File: src/rtl/perm_pkg.sv
package perm_pkg;
    localparam int DW      = 32;
    localparam int NBYTES  = DW / 8;
    localparam int LZ_LVLS = $clog2(DW);
    localparam int LZ_W    = LZ_LVLS + 1;

    typedef enum logic [2:0] {
        OP_BREV  = 3'd0,
        OP_HSWAP = 3'd1,
        OP_SSWAP = 3'd2,
        OP_BITM  = 3'd3,
        OP_LZC   = 3'd4
    } op_e;

    typedef struct packed {
        logic          vld;
        logic [DW-1:0] data;
    } out_t;
endpackage

File: src/rtl/byte_lane_perm.sv
module byte_lane_perm
    import perm_pkg::*;
(
    input  logic [DW-1:0] src,
    output logic [DW-1:0] rev_all,
    output logic [DW-1:0] rev_half,
    output logic [DW-1:0] rev_sext
);
    for (genvar b = 0; b < NBYTES; b++) begin : gen_rev
        assign rev_all[8*b +: 8] = src[8*(NBYTES-1-b) +: 8];
    end

    for (genvar h = 0; h < NBYTES/2; h++) begin : gen_half
        assign rev_half[16*h +: 8]     = src[16*h+8 +: 8];
        assign rev_half[16*h+8 +: 8]   = src[16*h +: 8];
    end

    assign rev_sext = {{(DW-16){src[7]}}, src[7:0], src[15:8]};
endmodule

File: src/rtl/bit_mirror.sv
module bit_mirror
    import perm_pkg::*;
(
    input  logic [DW-1:0] src,
    output logic [DW-1:0] dst
);
    for (genvar i = 0; i < DW; i++) begin : gen_bit
        assign dst[i] = src[DW-1-i];
    end
endmodule

File: src/rtl/lzc_tree.sv
module lzc_tree
    import perm_pkg::*;
(
    input  logic [DW-1:0]   src,
    output logic [LZ_W-1:0] count
);
    // Level l has DW>>l nodes; each node covers 2**l bits and holds
    // "any bit set" plus the zero count above its first set bit.
    for (genvar l = 1; l <= LZ_LVLS; l++) begin : gen_lvl
        localparam int NN = DW >> l;
        logic [NN-1:0] any_v;
        logic [l-1:0]  cnt_v [NN];
        for (genvar j = 0; j < NN; j++) begin : gen_node
            if (l == 1) begin : gen_leaf
                assign any_v[j] = src[2*j+1] | src[2*j];
                assign cnt_v[j] = ~src[2*j+1];
            end else begin : gen_merge
                assign any_v[j] = gen_lvl[l-1].any_v[2*j+1] | gen_lvl[l-1].any_v[2*j];
                assign cnt_v[j] = gen_lvl[l-1].any_v[2*j+1]
                                ? {1'b0, gen_lvl[l-1].cnt_v[2*j+1]}
                                : {1'b1, gen_lvl[l-1].cnt_v[2*j]};
            end
        end
    end

    assign count = gen_lvl[LZ_LVLS].any_v[0] ? {1'b0, gen_lvl[LZ_LVLS].cnt_v[0]}
                                             : LZ_W'(DW);
endmodule

File: src/rtl/perm_unit.sv
module perm_unit
    import perm_pkg::*;
#(
    parameter bit REG_OUT = 1'b1
) (
    input  logic          clk,
    input  logic          rst_n,
    input  logic          in_valid,
    input  logic [2:0]    opcode,
    input  logic [DW-1:0] operand,
    output logic [DW-1:0] result,
    output logic          out_valid
);
    logic [DW-1:0]   r_all, r_half, r_sext, r_mir;
    logic [LZ_W-1:0] r_lz;
    logic [DW-1:0]   sel_res;
    logic [DW-1:0]   held;
    out_t            out_d, out_q;

    byte_lane_perm u_bytes (.src(operand), .rev_all(r_all), .rev_half(r_half), .rev_sext(r_sext));
    bit_mirror     u_mirror(.src(operand), .dst(r_mir));
    lzc_tree       u_lzc   (.src(operand), .count(r_lz));

    always_comb begin
        case (op_e'(opcode))
            OP_BREV:  sel_res = r_all;
            OP_HSWAP: sel_res = r_half;
            OP_SSWAP: sel_res = r_sext;
            OP_BITM:  sel_res = r_mir;
            OP_LZC:   sel_res = {{(DW-LZ_W){1'b0}}, r_lz};
            default:  sel_res = '0;
        endcase
    end

    always_comb begin
        out_d.vld  = in_valid;
        out_d.data = in_valid ? sel_res : held;
    end

    if (REG_OUT) begin : gen_reg
        always_ff @(posedge clk) begin
            if (!rst_n) out_q <= '0;
            else        out_q <= out_d;
        end
        assign held = out_q.data;

        assert_latency_R7: assert property (@(posedge clk) disable iff (!rst_n)
            in_valid |=> out_valid);
        assert_idle_R7: assert property (@(posedge clk) disable iff (!rst_n)
            !in_valid |=> !out_valid);
        assert_hold_R9: assert property (@(posedge clk) disable iff (!rst_n)
            !in_valid |=> $stable(result));
        assert_unused_codes_R6: assert property (@(posedge clk) disable iff (!rst_n)
            (in_valid && opcode > 3'd4) |=> (result == '0));
        assert_zero_count_R5: assert property (@(posedge clk) disable iff (!rst_n)
            (in_valid && opcode == 3'd4 && operand == '0) |=> (result == DW));
        assert_sign_fill_R3: assert property (@(posedge clk) disable iff (!rst_n)
            (in_valid && opcode == 3'd2) |=> (result[DW-1:16] == {(DW-16){result[15]}}));
        assert_mirror_ones_R4: assert property (@(posedge clk) disable iff (!rst_n)
            (in_valid && opcode == 3'd3) |=> ($countones(result) == $countones($past(operand))));
        assert_brev_ones_R1: assert property (@(posedge clk) disable iff (!rst_n)
            (in_valid && opcode == 3'd0) |=> ($countones(result) == $countones($past(operand))));
    end else begin : gen_comb
        assign held  = '0;
        assign out_q = out_d;
    end

    assign result    = out_q.data;
    assign out_valid = out_q.vld;
endmodule

File: config.mk
export PLATFORM = sky130hd
export DESIGN_NAME = perm_unit
export DESIGN_NICKNAME = d
export VERILOG_FILES = /design/src/rtl/perm_pkg.sv /design/src/rtl/byte_lane_perm.sv /design/src/rtl/bit_mirror.sv /design/src/rtl/lzc_tree.sv /design/src/rtl/perm_unit.sv
export SDC_FILE = /design/constraint.sdc
export NUM_CORES = 1
export LEC_CHECK = 0
export BUFFER_PORTS_ARGS = -buffer_cell sky130_fd_sc_hd__clkbuf_2
export CORE_UTILIZATION = 25
export DETAILED_ROUTE_END_ITERATION = 10
export HOLD_SLACK_MARGIN = 0.15
export SLEW_MARGIN = 20
export SYNTH_ARGS = -nofsm -noshare
export SYNTH_HDL_FRONTEND = slang
export SYNTH_SLANG_ARGS = --single-unit
File: constraint.sdc
create_clock -name clk -period 1.7 [get_ports clk]
set_clock_uncertainty 0.15 [all_clocks]
set_input_delay 0.085 -clock clk [delete_from_list [all_inputs] [get_ports clk]]
set_output_delay 0.085 -clock clk [all_outputs]
set_load 0.1 [all_outputs]
After elaboration in Yosys (flattened, before gate mapping)

Cells that the tools add are included.

Add/sub/neg operators: 0
Multipliers: 0
Divide/modulo/power cells: 0
Magnitude comparators: 0
Equality and inequality tests: 4
Shift-type cells: 0
Muxes and demuxes: 17
Bitwise gates (word level): 47
Reduce and logical (&&, ||, !) cells: 1

Operator list:

| cell               | count |
|---|---|
| $pmux 32 s5        | 1 |
| $or 1x1->1         | 31 |
| $mux 2             | 8 |
| $not 1->1          | 16 |
| $mux 3             | 4 |
| $mux 4             | 2 |
| $eq 3x2->1 const B | 2 |
| $mux 6             | 1 |
| $mux 5             | 1 |
| $eq 3x1->1 const B | 1 |
| $eq 3x3->1 const B | 1 |
| $logic_not 3->1    | 1 |

Register bits after elaboration: 33
Latch bits: 0
Bits in writable memories: 0
ROM bits: 0
Input port bits: 38
Output and inout port bits: 33
Word-level logic and storage cells: 71
Memories: 0

Depth between registers and ports, before layout

Gate-level depths: netlist (run 1).

Depth after elaboration: 7
Mapped depth: 7
Gate-level depth less buffers: 5

Cells and area by module

Synthesis (run 1) repeated with hierarchy kept, for this count alone.

Cells, all modules: 406
Area total of the unflattened synthesis: 3663.5 um^2

By module, submodules not included:

| module         | times used | cells each | area each (um^2) | seq. area each (um^2) |
|---|---|---|---|---|
| perm_unit      | 1          | 216        | 2267.2           | 660.6 |
| byte_lane_perm | 1          | 96         | 720.7            | 0.0 |
| lzc_tree       | 1          | 62         | 435.4            | 0.0 |
| bit_mirror     | 1          | 32         | 240.2            | 0.0 |

Worst setup path before layout (run 1)

Ideal clock, no wire load.

Path kind: register to register
Start: register, netlist name result[0]
End: register out_q (netlist bit result[0])
Setup time: 0.070 ns
Arrival time: 1.423 ns
Data required time: 1.480 ns
Setup slack: 0.057 ns
Stages on the path, launching flop included: 5
Buffers on the path: 0
Period minus slack after synthesis: 1.643 ns
Cell sequence: dfxtp_1 > nor2b_1 > o21bai_1 > a211oi_1 > a21oi_1

RTL lines:

| what                 | line            | source |
|---|---|---|
| to (signal assigned) | perm_unit.sv:43 | `else out_q <= out_d;` |
| to (decl)            | perm_unit.sv:18 | `out_t out_d, out_q;` |

Worst setup path after layout (run 1)

Start: input port operand[22]
End: register out_q (netlist bit result[0])

Cells in the longest elaborated chain, start to end: 7
Elaborated cells between the ends (all ways): 11
Those cells by class: mux: 6; bitwise: 5

Ends and longest elaborated chain:

| what                                 | line                           | source |
|---|---|---|
| from (decl)                          | perm_unit.sv:10                | `input logic [DW-1:0] operand,` |
| $or 1x1->1 *                         | lzc_tree.sv:15                 | `assign any_v[j] = src[2*j+1] \| src[2*j];` |
| $mux 2 or $or 1x1->1 (tied branches) | lzc_tree.sv:20, lzc_tree.sv:18 |  |
| $mux 3 or $or 1x1->1 (tied branches) | lzc_tree.sv:20, lzc_tree.sv:18 |  |
| $mux 4 or $or 1x1->1 (tied branches) | lzc_tree.sv:20, lzc_tree.sv:18 |  |
| $mux 5 or $or 1x1->1 (tied branches) | lzc_tree.sv:20, lzc_tree.sv:18 |  |
| $mux 6 *                             | lzc_tree.sv:26                 | `assign count = gen_lvl[LZ_LVLS].any_v[0] ? {1'b0, gen_lvl[LZ_LVLS].cnt_v[0]}` |
| $pmux 32 s5 *                        | perm_unit.sv:25                | `case (op_e'(opcode))` |

Mark *: on every way between the ends. The rest lies on a longest branch, timed or not.
A chain may end at the register's enable or synchronous reset.

==> results of run 1 <==
power by group:
group	internal [µW]	switching, µW	total, µW	leakage [µW]
combinational	298	574	872	0.00114
sequential	810	18.5	828	0.000270
clock	367	316	683	0.0000542
total	1480	908	2380	0.00146
cells by family (layout without fill, tap and decap cells):
group,after synthesis,count (layout),synth area share (%)
XOR/XNOR,1,1,0.344
flip-flops,33,33,26.0
buffers and inverters,32,142,5.06
AO/OA/AOI/OAI,89,89,23.6
AND/OR/NAND/NOR,110,110,24.9
multiplexers,33,33,20.2
per-stage QoR:
step                util (%)  cell area (µm²)  setup WS [ps]
detailed placement      34.4             3380           -172
global placement        34.4             3380          -25.6
floorplan                  -             2540           57.1
global route            35.9             3520           19.1
finish                  35.9             3520            100
CTS                     35.9             3520            135
placed cells by master, fill, tap and decap left out, drive strengths merged, types with 2 or more instances in the layout:
master and count:
o31ai 2, dlygate4sd3 4, nand3b 15, mux4 14, dfxtp 33, inv 7
nand4 3, nor3 2, nor2 18, nand2b 5, o21a 7, clkbuf 77
o21ai 12, nand3 5, a2111oi 5, buf 53, a21oi 18, and2 4
nor2b 21, o211ai 4, a31oi 5, nor4 8, a211oi 12, mux2 3
mux2i 16, a21boi 15, nand2 25
routing by layer:
| layer | global-route usage (%) | up-vias | share of wire, % |
|---|---|---|---|
| met3 | 3.66 | 10 | 6.9 |
| met5 | 0 | - | 0 |
| li1 | - | 1333 | - |
| met2 | 28.3 | 92 | 46 |
| met1 | 23.6 | 1320 | 46 |
| met4 | 4.44 | 0 | 1.1 |
registers in the layout, summed over array words and instances (netlist names):
name	flops
result	32
out_valid	1
critical path, cell delays in order:
cell	delay (ps)
clkbuf_2	110
nor4_1	420
and2_1	250
o211ai_1	130
or4_1	520
a21oi_1	160
timing repair:
item / CTS / global route
setup buffers: 0 / 0
endpoints found under the hold margin: 5 / 0
hold buffers: 4 / 0
layout make-up:
| cell class | count | area, µm² | share of cell area (%) |
|---|---|---|---|
| Multi-Input combinational cell | 233 | 1760 | 49.8 |
| Timing Repair Buffer | 127 | 813 | 23.1 |
| Sequential cell | 33 | 661 | 18.8 |
| Tap cell | 133 | 166 | 4.72 |
| Clock buffer | 7 | 96.3 | 2.73 |
| Inverter | 7 | 26.3 | 0.746 |
| Clock inverter | 1 | 5.00 | 0.142 |
worst paths after layout:
| kind | slack [ps] | end | from |
|---|---|---|---|
| max reg2reg | 510 | result[0]$_SDFFE_PN0P_ | result[0]$_SDFFE_PN0P_ |
| max | 100 | result[0]$_SDFFE_PN0P_ | operand[22] |
| min | 160 | result[1]$_SDFFE_PN0P_ | operand[30] |
| min reg2reg | 310 | result[25]$_SDFFE_PN0P_ | result[25]$_SDFFE_PN0P_ |
==> impl_metrics.env, run 1 <==
export IMPL_status="finished, final reports clean"
export IMPL_rsz0062_at_grt="no"
export IMPL_cts_tree="yes"
export IMPL_gp_congestion=0.919
export IMPL_synth_seq_cells=33
export IMPL_clockBufferDepth=2
export IMPL_grt_pass1_vias=2699
export IMPL_die_area_um2=10600
export IMPL_die_w_um=103
export IMPL_worst_ep_required_time_ps=1770
export IMPL_grt_pass1_wl_um=14100
export IMPL_start_util_pct=25.9
export IMPL_synth_area_top_cells="dfxtp_1 (26%), mux4_2 (12%), mux2i_1 (6.3%)"
export IMPL_cts_clk_slew_worst_paths_ps=80
export IMPL_avgSynthCellArea_um2=8.54
export IMPL_synth_distinct_cells=46
export IMPL_clock_latency_ps=290
export IMPL_ant_nets=0
export IMPL_drv_cap=0
export IMPL_post_cts_resized=0
export IMPL_grt_overflow=0
export IMPL_worstHoldPathCells=5
export IMPL_pin_count=71
export IMPL_tightest_slew_ps=565
export IMPL_layout_drive_gt1_share_pct=36.8
export IMPL_numClockSinks=33
export IMPL_yosysMostFrequentCell="dfxtp_1"
export IMPL_fin_setup_tns_ps=0
export IMPL_hold_viol=0
export IMPL_wire_per_inst_um=16.3
export IMPL_routed_wl_um=8810
export IMPL_fin_cells=541
export IMPL_crit_fanout=3
export IMPL_synth_async_reset_ratio_pct=0
export IMPL_portBuffers=70
export IMPL_n_antenna_cell=0
export IMPL_tritoncts_num_buffers=5
export IMPL_hold_class="input pin to flip-flop"
export IMPL_htreeDepth=2
export IMPL_synth_top_cell_area_share_pct=26.0
export IMPL_first_pass_iters=4
export IMPL_criticalPathCategory="input pin to flip-flop"
export IMPL_vias_per_cell=5.09
export IMPL_netlist_top_cells_count="dfxtp_1 (33), nand2_1 (25), nor2b_1 (21), a21oi_1 (18), nor2_1 (17)"
export IMPL_yosys_most_used_dff="dfxtp_1"
export IMPL_relSlewSlack_pct=62.5
export IMPL_root_buffer="clkbuf_8"
export IMPL_rows=36
export IMPL_dp_cells=529
export IMPL_power_leakage_uw=0.00146
export IMPL_grt_max_degree=44
export IMPL_hpwlAfterDp_um=6760
export IMPL_critPathArrivalTime_ps=1670
export IMPL_setup_viol=0
export IMPL_maxSlewViolCount=0
export IMPL_fin_hold_ws_ps=161
export IMPL_initialDrtViolationCount=167
export IMPL_reg2reg_depth=4
export IMPL_nets=445
export IMPL_timing_critical_path_from_type="input pin"
export IMPL_vdd_ir_drop_max_mv=0.284
export IMPL_antenna_found_initial=0
export IMPL_netlist_area_um2=2540
export IMPL_drc=0
export IMPL_synth_edf_count=0
export IMPL_min_period_ps=1600
export IMPL_grt_use_total_pct=17.4
export IMPL_yosys_area_top_type="dfxtp_1"
export IMPL_syn_num_nets=336
export IMPL_power_total_uw=2380
export IMPL_finalCritPeriodShare_pct=94.1
export IMPL_fmax_mhz=625
export IMPL_yosys_warnings=0
export IMPL_end_kind="flip-flop"
export IMPL_fillers=1064
export IMPL_via_count=2755
export IMPL_synthToLayoutAreaGrowth_pct=38.4
export IMPL_synth_seq_area_share_pct=26.0
export IMPL_die_height_um=103
export IMPL_netlist_instances=298
export IMPL_power_density_nw_per_um2=676
export IMPL_core_area_um2=9820
(Power assumes the default switching activity.)
==> inputs of run 2 (changes only) <==
--- a/config.mk
+++ b/config.mk
@@ -5,6 +5,7 @@
 export SDC_FILE = /design/constraint.sdc
 export NUM_CORES = 1
 export LEC_CHECK = 0
+export ABC_AREA = 1
 export BUFFER_PORTS_ARGS = -buffer_cell sky130_fd_sc_hd__clkbuf_2
 export CORE_UTILIZATION = 25
 export DETAILED_ROUTE_END_ITERATION = 10
==> run 2 against run 1 <==
Against the previous run:
- clock power increased by 32%
- total power increased by 1.5%
- via count decreased by 5.0%
- sequential power about the same
- sequential cell count unchanged
- global-route usage about the same
- synthesized cell count increased by 15%
- critical path type unchanged
- register-to-register slack improved by 390 ps
- hold slack about the same
==> impl_metrics.env, run 2 <==
export IMPL_status="finished, final reports clean"
export IMPL_dp_cells=509
export IMPL_grt_use_total_pct=17.5
export IMPL_fmax_mhz=614
export IMPL_synth_distinct_cells=24
export IMPL_avgSynthCellArea_um2=6.27
export IMPL_fin_cells=528
export IMPL_synthToLayoutAreaGrowth_pct=33.9
export IMPL_critPathArrivalTime_ps=1700
export IMPL_grt_pass1_wl_um=12100
export IMPL_fin_area_um2=2890
export IMPL_power_leakage_uw=0.00133
export IMPL_end_kind="flip-flop"
export IMPL_setup_viol=0
export IMPL_timing_critical_path_from_type="input pin"
export IMPL_cts_tree="yes"
export IMPL_rows=33
export IMPL_r2r_start="result[4]$_SDFFE_PN0P_"
export IMPL_ant_nets=0
export IMPL_netlist_instances=344
export IMPL_synth_top_cell_area_share_pct=30.6
export IMPL_gp_congestion=0.885
export IMPL_synth_area_top_cells="dfxtp_1 (31%), nand2_1 (12%), a21oi_1 (10%)"
export IMPL_htreeDepth=2
export IMPL_hold_path_end="result[20]$_SDFFE_PN0P_"
export IMPL_clockBufferDepth=2
export IMPL_netlist_top_cells_count="nand2_1 (69), a21oi_1 (43), inv_1 (42), o21ai_0 (35), dfxtp_1 (33)"
export IMPL_initialDrtViolationCount=141
export IMPL_syn_num_nets=382
export IMPL_largest_reg_flops=32
export IMPL_fin_hold_ws_ps=162
export IMPL_root_buffer="clkbuf_8"
export IMPL_drc=0
export IMPL_grt_max_degree=34
export IMPL_vias_per_cell=4.95
export IMPL_placed_area_um2=2630
export IMPL_core_area_um2=8300
export IMPL_final_common_cell="clkbuf_2"
export IMPL_yosysMostFrequentCell="nand2_1"
export IMPL_tightest_slew_ps=548
export IMPL_multi_input_area_um2=1250
export IMPL_min_period_ps=1630
export IMPL_worst_ep_required_time_ps=1770
export IMPL_start_util_pct=26.0
export IMPL_synth_async_reset_ratio_pct=0
export IMPL_nets=460
export IMPL_grt_pass1_vias=2479
export IMPL_via_count=2616
export IMPL_crit_fanout=3
export IMPL_tritoncts_num_buffers=5
export IMPL_r2r_end="result[4]$_SDFFE_PN0P_"
export IMPL_relSlewSlack_pct=63.6
export IMPL_power_total_uw=2420
export IMPL_synth_seq_cells=33
export IMPL_synth_edf_count=0
export IMPL_n_antenna_cell=0
export IMPL_routed_wl_um=7450
export IMPL_criticalPathCategory="input pin to flip-flop"
export IMPL_drv_cap=0
export IMPL_die_w_um=94.9
export IMPL_numClockSinks=33
export IMPL_portBuffers=70
export IMPL_hold_class="input pin to flip-flop"
export IMPL_yosys_most_used_dff="dfxtp_1"
export IMPL_fillers=925
export IMPL_mostFrequentLayoutCells="clkbuf_2 (70), nand2_1 (68), a21oi_1 (43)"
export IMPL_post_cts_buffers=0
export IMPL_pin_count=71
export IMPL_first_pass_iters=4
export IMPL_seqCellArea_um2=661
export IMPL_grt_overflow=0
export IMPL_netlist_area_um2=2160
export IMPL_antenna_found_initial=0
export IMPL_finalCritPeriodShare_pct=95.9
export IMPL_clock_latency_ps=280
export IMPL_layout_drive_gt1_share_pct=24.6
export IMPL_cts_clk_slew_worst_paths_ps=70
export IMPL_vdd_ir_drop_max_mv=0.242
export IMPL_reg2reg_depth=2
export IMPL_wire_per_inst_um=14.1
export IMPL_maxSlewViolCount=0
export IMPL_yosys_warnings=0
export IMPL_worstHoldPathCells=5
export IMPL_die_area_um2=9000
export IMPL_worstHoldStart="operand[12]"
export IMPL_r2r_slack_ps=900
export IMPL_die_height_um=94.9
export IMPL_synth_seq_area_share_pct=30.6
export IMPL_power_density_nw_per_um2=838
export IMPL_yosys_area_top_type="dfxtp_1"
export IMPL_hpwlAfterDp_um=5760
export IMPL_hold_viol=0
run 2: cell types whose count changed after synthesis, moves of 13 or more:
cell,change
nand2_1,+44
inv_1,+35
o21ai_0,+26
a21oi_1,+25
o22ai_1,+24
nor2b_1,-21
mux2i_1,-16
nand3b_1,-15
nor2_1,+15
a21boi_1,-14
mux4_2,-13
run 2: critical path: stages:
cell	delay (ps)
dlygate4sd3_1	520
clkbuf_2	120
inv_1	60
o221ai_1	180
dlygate4sd3_1	570
nand2_1	50
a21oi_1	120
run 2: logic make-up (layout without fill, tap and decap cells):
logic type,count (synthesis),count (layout),synth area share (%)
flops,33,33,30.6
simple gates,122,122,24.2
buf+inv,61,140,11.5
compound gates,128,128,33.6
run 2: layout make-up:
cell class / instances / area share [%]
clock inverters: 3 / 2.38
inverters: 44 / 5.72
multi-input cells: 250 / 43.4
repair buffers: 88 / 18.6
flip-flops and latches: 33 / 22.9
well taps: 105 / 4.55
clock buffers: 5 / 2.38
run 2: per-layer routing:
layer	up-vias	GRT usage (%)	routed length, µm
li1	1316	-	-
met1	1184	22.4	3380
met2	110	30.6	3490
met3	6	2.66	521
met4	0	3.79	61
met5	-	0	0
run 2: timing repair:
| action | CTS | global route |
|---|---|---|
| gates resized for setup | 0 | 3 |
| endpoints found under the setup margin | 0 | 2 |
| endpoints found under the hold margin | 11 | 0 |
| hold buffers | 11 | 0 |
run 2: worst max-delay path by stage:
| stage | endpoint | cells past startpoint | slack (ps) | startpoint |
|---|---|---|---|---|
| 2_1_floorplan | result[0]$_SDFFE_PN0P_ | 2 | 260 | result[0]$_SDFFE_PN0P_ |
| 3_3_place_gp | result[3]$_SDFFE_PN0P_ | 11 | 170 | operand[10] |
| 3_5_place_dp | result[3]$_SDFFE_PN0P_ | 11 | 200 | operand[10] |
| 4_1_cts | result[24]$_SDFFE_PN0P_ | 7 | 70 | operand[0] |
| 5_1_grt | result[2]$_SDFFE_PN0P_ | 12 | -0.6 | operand[4] |
| 6_report | result[24]$_SDFFE_PN0P_ | 7 | 70 | operand[0] |
run 2: power breakdown:
group	switching, µW	internal, µW
sequential	18.3	810
combinational	519	168
clock	314	590
total	851	1570
run 2: stage by stage:
stage / TNS [ps] / utilization [%] / worst slack (ps)
finish: 0 / 34.8 / 70.0
global route: -0.601 / 34.8 / -0.601
CTS: 0 / 34.7 / 69.2
detailed placement: 0 / 31.7 / 204
global placement: 0 / 31.7 / 173
floorplan: 0 / - / 256
